File: config.mk
export PLATFORM = sky130hd
export DESIGN_NAME = rle_sample_expander
export DESIGN_NICKNAME = d
export VERILOG_FILES = /design/src/rtl/rle_expand_pkg.sv /design/src/rtl/rle_expand_ctrl.sv /design/src/rtl/rle_expand_dp.sv /design/src/rtl/rle_sample_expander.sv
export SDC_FILE = /design/constraint.sdc
export NUM_CORES = 1
export LEC_CHECK = 0
export BUFFER_PORTS_ARGS = -buffer_cell sky130_fd_sc_hd__buf_2
export CAP_MARGIN = 40
export CORE_AREA = 2 2 99 101
export DETAILED_ROUTE_END_ITERATION = 10
export DIE_AREA = 0 0 101 103
export PLACE_DENSITY = 0.82
export SLEW_MARGIN = 40
export SYNTH_ARGS = -nofsm -noshare
export SYNTH_HDL_FRONTEND = slang
export SYNTH_SLANG_ARGS = --single-unit
File: constraint.sdc
create_clock -name clk -period 3.9 [get_ports clk]
set_input_delay 0.78 -clock clk [delete_from_list [all_inputs] [get_ports clk]]
set_output_delay 0.78 -clock clk [all_outputs]
set_load 0.1 [all_outputs]
File: src/rtl/rle_expand_pkg.sv
package rle_expand_pkg;
  // Strobes from control to datapath, one cycle each.
  typedef struct packed {
    logic takeLit;   // fresh sample word taken
    logic takeRun;   // repeat word taken
    logic stepRun;   // one repeat beat consumed while more remain
  } rleStrobe_t;
endpackage

File: src/rtl/rle_expand_ctrl.sv
module rle_expand_ctrl
  import rle_expand_pkg::*;
#(
  parameter int WORD_W = 32
) (
  input  logic              clk,
  input  logic              rst,
  input  logic              inValid,
  input  logic [WORD_W-1:0] inWord,
  output logic              inReady,
  input  logic              outReady,
  input  logic              runIdle,
  output logic              outValid,
  output rleStrobe_t        strb,
  output logic              unknownStart,
  output logic              runSaturated,
  output logic              protoError
);
  localparam int SAMPLE_W = WORD_W - 1;

  logic isRun, runEmpty, runFull, accept, fire;
  logic litSeen, lastRun;

  assign isRun    = inWord[WORD_W-1];
  assign runEmpty = (inWord[SAMPLE_W-1:0] == '0);
  assign runFull  = &inWord[SAMPLE_W-1:0];
  assign fire     = outValid && outReady;
  assign inReady  = runIdle && (!outValid || outReady);
  assign accept   = inValid && inReady;

  always_comb begin
    strb.takeLit = accept && !isRun;
    strb.takeRun = accept && isRun;
    strb.stepRun = fire && !runIdle;
  end

  always_ff @(posedge clk) begin
    if (rst) begin
      outValid <= 1'b0;
    end else if (strb.takeLit) begin
      outValid <= 1'b1;
    end else if (strb.takeRun) begin
      outValid <= !runEmpty;
    end else if (fire && runIdle) begin
      outValid <= 1'b0;
    end
  end

  always_ff @(posedge clk) begin
    if (rst) begin
      litSeen      <= 1'b0;
      lastRun      <= 1'b0;
      unknownStart <= 1'b0;
      runSaturated <= 1'b0;
      protoError   <= 1'b0;
    end else begin
      if (accept) lastRun <= isRun;
      if (strb.takeLit) litSeen <= 1'b1;
      if (strb.takeRun && !litSeen) unknownStart <= 1'b1;
      if (strb.takeRun && runFull) runSaturated <= 1'b1;
      if (strb.takeRun && lastRun) protoError <= 1'b1;
    end
  end

  AST_SAT_FLAG: assert property (@(posedge clk) disable iff (rst)
    (strb.takeRun && runFull) |=> runSaturated);
  AST_UNK_STICKY: assert property (@(posedge clk) disable iff (rst)
    !$fell(unknownStart));
  AST_SAT_STICKY: assert property (@(posedge clk) disable iff (rst)
    !$fell(runSaturated));
  AST_PROTO_STICKY: assert property (@(posedge clk) disable iff (rst)
    !$fell(protoError));
  AST_STROBE_EXCL: assert property (@(posedge clk) disable iff (rst)
    $onehot0({strb.takeLit, strb.takeRun, strb.stepRun}));
endmodule

File: src/rtl/rle_expand_dp.sv
module rle_expand_dp
  import rle_expand_pkg::*;
#(
  parameter int WORD_W = 32
) (
  input  logic                clk,
  input  logic                rst,
  input  logic [WORD_W-1:0]   inWord,
  input  rleStrobe_t          strb,
  output logic                runIdle,
  output logic [WORD_W-2:0]   outSample
);
  localparam int SAMPLE_W = WORD_W - 1;

  logic [SAMPLE_W-1:0] payload, holdVal, remain;

  assign payload = inWord[SAMPLE_W-1:0];
  assign runIdle = (remain == '0);

  // Beats still to be presented after the one in the output register.
  always_ff @(posedge clk) begin
    if (rst) begin
      remain <= '0;
    end else if (strb.takeRun) begin
      remain <= (payload == '0) ? '0 : payload - 1'b1;
    end else if (strb.stepRun) begin
      remain <= remain - 1'b1;
    end
  end

  // Held sample resets to zero, so a leading repeat plays out zeros.
  always_ff @(posedge clk) begin
    if (rst) begin
      holdVal   <= '0;
      outSample <= '0;
    end else if (strb.takeLit) begin
      holdVal   <= payload;
      outSample <= payload;
    end else if (strb.takeRun) begin
      outSample <= holdVal;
    end
  end

  AST_STEP_NONZERO: assert property (@(posedge clk) disable iff (rst)
    strb.stepRun |-> !runIdle);
endmodule

File: src/rtl/rle_sample_expander.sv
module rle_sample_expander
  import rle_expand_pkg::*;
#(
  parameter int WORD_W = 32
) (
  input  logic              clk,
  input  logic              rst,
  input  logic              inValid,
  input  logic [WORD_W-1:0] inWord,
  output logic              inReady,
  output logic              outValid,
  output logic [WORD_W-2:0] outSample,
  input  logic              outReady,
  output logic              unknownStart,
  output logic              runSaturated,
  output logic              protoError
);
  rleStrobe_t strb;
  logic       runIdle;

  rle_expand_ctrl #(.WORD_W(WORD_W)) ctrl_i (
    .clk(clk), .rst(rst), .inValid(inValid), .inWord(inWord),
    .inReady(inReady), .outReady(outReady), .runIdle(runIdle),
    .outValid(outValid), .strb(strb), .unknownStart(unknownStart),
    .runSaturated(runSaturated), .protoError(protoError)
  );

  rle_expand_dp #(.WORD_W(WORD_W)) dp_i (
    .clk(clk), .rst(rst), .inWord(inWord), .strb(strb),
    .runIdle(runIdle), .outSample(outSample)
  );

  AST_STALL_HOLD: assert property (@(posedge clk) disable iff (rst)
    (outValid && !outReady) |=> (outValid && $stable(outSample)));
  AST_LIT_OUT: assert property (@(posedge clk) disable iff (rst)
    (inValid && inReady && !inWord[WORD_W-1]) |=>
      (outValid && outSample == $past(inWord[WORD_W-2:0])));
  AST_BUSY_BLOCKS: assert property (@(posedge clk) disable iff (rst)
    !runIdle |-> (outValid && !inReady));
  AST_UNK_ZERO: assert property (@(posedge clk) disable iff (rst)
    ($rose(unknownStart) && outValid) |-> (outSample == '0));
endmodule

==> flow_summary.toml <==
[status]
status = "finished, final reports clean"

[sta]
rsz0062_at_grt = "false"
worst-slew-pin-transition_ns = 0.836
fmax_ghz = 0.289
final.setup.tns_ns = 0
clock_skew_ns = 0.00856
finalCriticalPeriod_ns = 3.47
finalHoldViolCount = 0
slew_viol_final = 0
period_share_pct = 88.9
maxSlewHeadroom_pct = 44.3
setup_violations = 0

[yosys]
synthCells = 661
synth_ff_type = "dfxtp_1"
async_reset_ff_share_pct = 0
ys_top_cells_by_area = "dfxtp_1 (38%), nand2_1 (7.2%), mux2i_1 (6.3%)"
yosysTopAreaCellShare_pct = 37.7
syn_avg_cell_area_um2 = 7.95
yosysTopAreaCell = "dfxtp_1"
ys_seq_area_share_pct = 37.7
synth-warning-count = 0
synth.distinct_cells = 47
synthesis.nets = 701
ys_seq_elements = 99
syn_area_um2 = 5250
synth_edf_count = 0

[floorplan]
num_io_pins = 72
die_h_um = 103
num_rows = 36
initial_core_util_pct = 55.5
fp.dieArea_um2 = 10400
die_w_um = 101
core_um2 = 9460

[final_layout]
n_antenna_cell = 0
nNetsFinal = 754
areaGrowthSynthToFinish_pct = 12.5
drive_gt1_share_pct = 16.3
n_fill_cell = 814

[worst_setup_path]
r2r-start = "dp_i.remain[7]$_SDFFE_PP0P_"
startpoint_type = "flip-flop"
required_ns = 3.12
end_kind = "output pin"
crit_slowest_cell = "or4b_2"
cp_slowest_stage_delay_ns = 0.59
setup.worst_path.class = "flip-flop to output pin"
cp.arrival_ns = 2.69
cp_max_fo = 3
cp-startpoint = "dp_i.remain[0]$_SDFFE_PP0P_"
path_cells = "inv_1, ha_1, or4b_2, nor4_1, and4_1, buf_2"

[global_route]
antenna_found_initial = 0
groute.usage.overall_pct = 27.2
grt_max_degree = 42
first_global_vias = 4688
grt_overflow = 0
grt_pass1_wl_mm = 22.5

[clock_tree]
cts.sink_count = 99
clk_pin_slew_ns = 0.09
cts_root_buf = "clkbuf_8"
cts_made_buffers = 9
cts_resized = 0
post-cts-setup-buffer-count = 0
clk_latency_ns = 0.37
cts_tree = "built"
clk_path_buf_depth = 2
htree_levels = 3
cts-hold-fix-buffers = 0

[routing]
first_pass_iters = 7
num_vias = 5062
drc_errors = 0
wl_mm = 13.8
vias_per_cell = 6.08
wl_per_cell_um = 16.5
ant_nets = 0
initialDrtViolationCount = 307

[hold_path]
holdCritPathClass = "flip-flop to flip-flop"
min_from = "dp_i.holdVal[9]$_SDFFE_PP0P_"

[job]
maxCapViolCount = 0

[placement]
dp_hpwl_mm = 9.77
gp_congestion = 0.866
port_buffers = 71
==> critical path, delay by kind of cell, from the launching register on <==
kind	cells	cell delay, ns
flip-flops	1	0.34
buffers and inverters	2	0.52
adder cells (fa/ha/maj)	1	0.17
AND/OR/NAND/NOR	3	1.28
==> flip-flops by register name, summed over array words and instances (netlist names) <==
name                 cells
dp_i.holdVal            31
dp_i.outSample          31
dp_i.remain             31
ctrl_i.lastRun           1
ctrl_i.litSeen           1
ctrl_i.outValid          1
ctrl_i.protoError        1
ctrl_i.runSaturated      1
ctrl_i.unknownStart      1
==> synth_stat cells (all sizes together), types with 2 or more instances <==
cell type  count
ha             4
xnor2         30
a21oi         58
inv           16
or4            9
dfxtp         99
or4b           2
and4           2
nor3          22
o211ai         4
or3           16
or2            5
a211oi        36
o21ai          3
clkbuf        33
mux2i         33
and3           6
nand4         16
nand3b         4
xor2          11
buf           13
nand2b         5
a221oi         8
nand4b         2
a211o          3
nand3         14
nand2        101
nor2          67
and2           3
nor4          26
==> worst paths after layout <==
kind	end	slack, ns	depth (start not counted)
min	dp_i.holdVal[9]$_SDFFE_PP0P_	0.46	2
max reg2reg	dp_i.holdVal[25]$_SDFFE_PP0P_	0.62	7
max	inReady	0.43	6
min reg2reg	dp_i.holdVal[9]$_SDFFE_PP0P_	0.46	2
==> cell usage in the layout, fill, tap and decap left out, types with 3 or more instances in the layout <==
cell	instances
nand2b_1	5
nand4_1	16
xnor2_1	30
buf_4	17
nor2_1	66
a211oi_1	36
nor3_1	21
mux2i_1	33
and3_1	6
nor4_1	24
dfxtp_1	99
a21oi_1	58
xor2_1	11
nand3b_1	4
clkbuf_8	10
inv_1	16
or4_1	7
o21ai_0	3
or2_2	5
ha_1	4
nand3_1	14
a221oi_1	8
o211ai_1	4
buf_2	71
or3_1	16
nand2_1	101
a211o_1	3
==> final cells by class <==
cell class	instances	area, um2	share of cell area, %
repair buffers	88	483	8.17
multi-input cells	500	3020	51.1
clock buffers	10	138	2.33
inverters	16	60.1	1.02
flip-flops and latches	99	1980	33.5
clock inverters	5	86.3	1.46
well taps	114	143	2.41
==> metrics by stage <==
stage | hold slack, ns | cell area (um2) | std cells | setup slack (ns) | util, %
2_1_floorplan | 0.432 | 5250 | 661 | 0.796 | -
6_report | 0.455 | 5910 | 832 | 0.434 | 62.5
5_1_grt | 0.474 | 5910 | 832 | 0.286 | 62.5
4_1_cts | 0.459 | 5910 | 832 | 0.439 | 62.5
3_3_place_gp | 0.438 | 5680 | 817 | 0.733 | 60.1
3_5_place_dp | 0.445 | 5680 | 817 | 0.669 | 60.1
==> per-layer routing <==
metal	GRT usage [%]	wire [um]	vias up
met2	43.9	6470	207
met1	36.6	5940	2377
met3	5.36	1050	24
li1	-	-	2454
met4	9.15	284	0
met5	0	0	-
==> kinds of logic (layout without fill, tap and decap cells) <==
family,after synthesis,in the layout,synth area share [%]
compound gates,119,119,14.6
fa+ha+maj,4,4,0.953
xor+xnor,41,41,6.83
flops,99,99,37.7
simple gates,302,302,28.3
mux,34,34,6.50
buf+inv,62,119,5.10
Power is left out: the tool's default activity adds up to more than one toggle a clock period on the data nets, which glitch-free logic cannot reach.
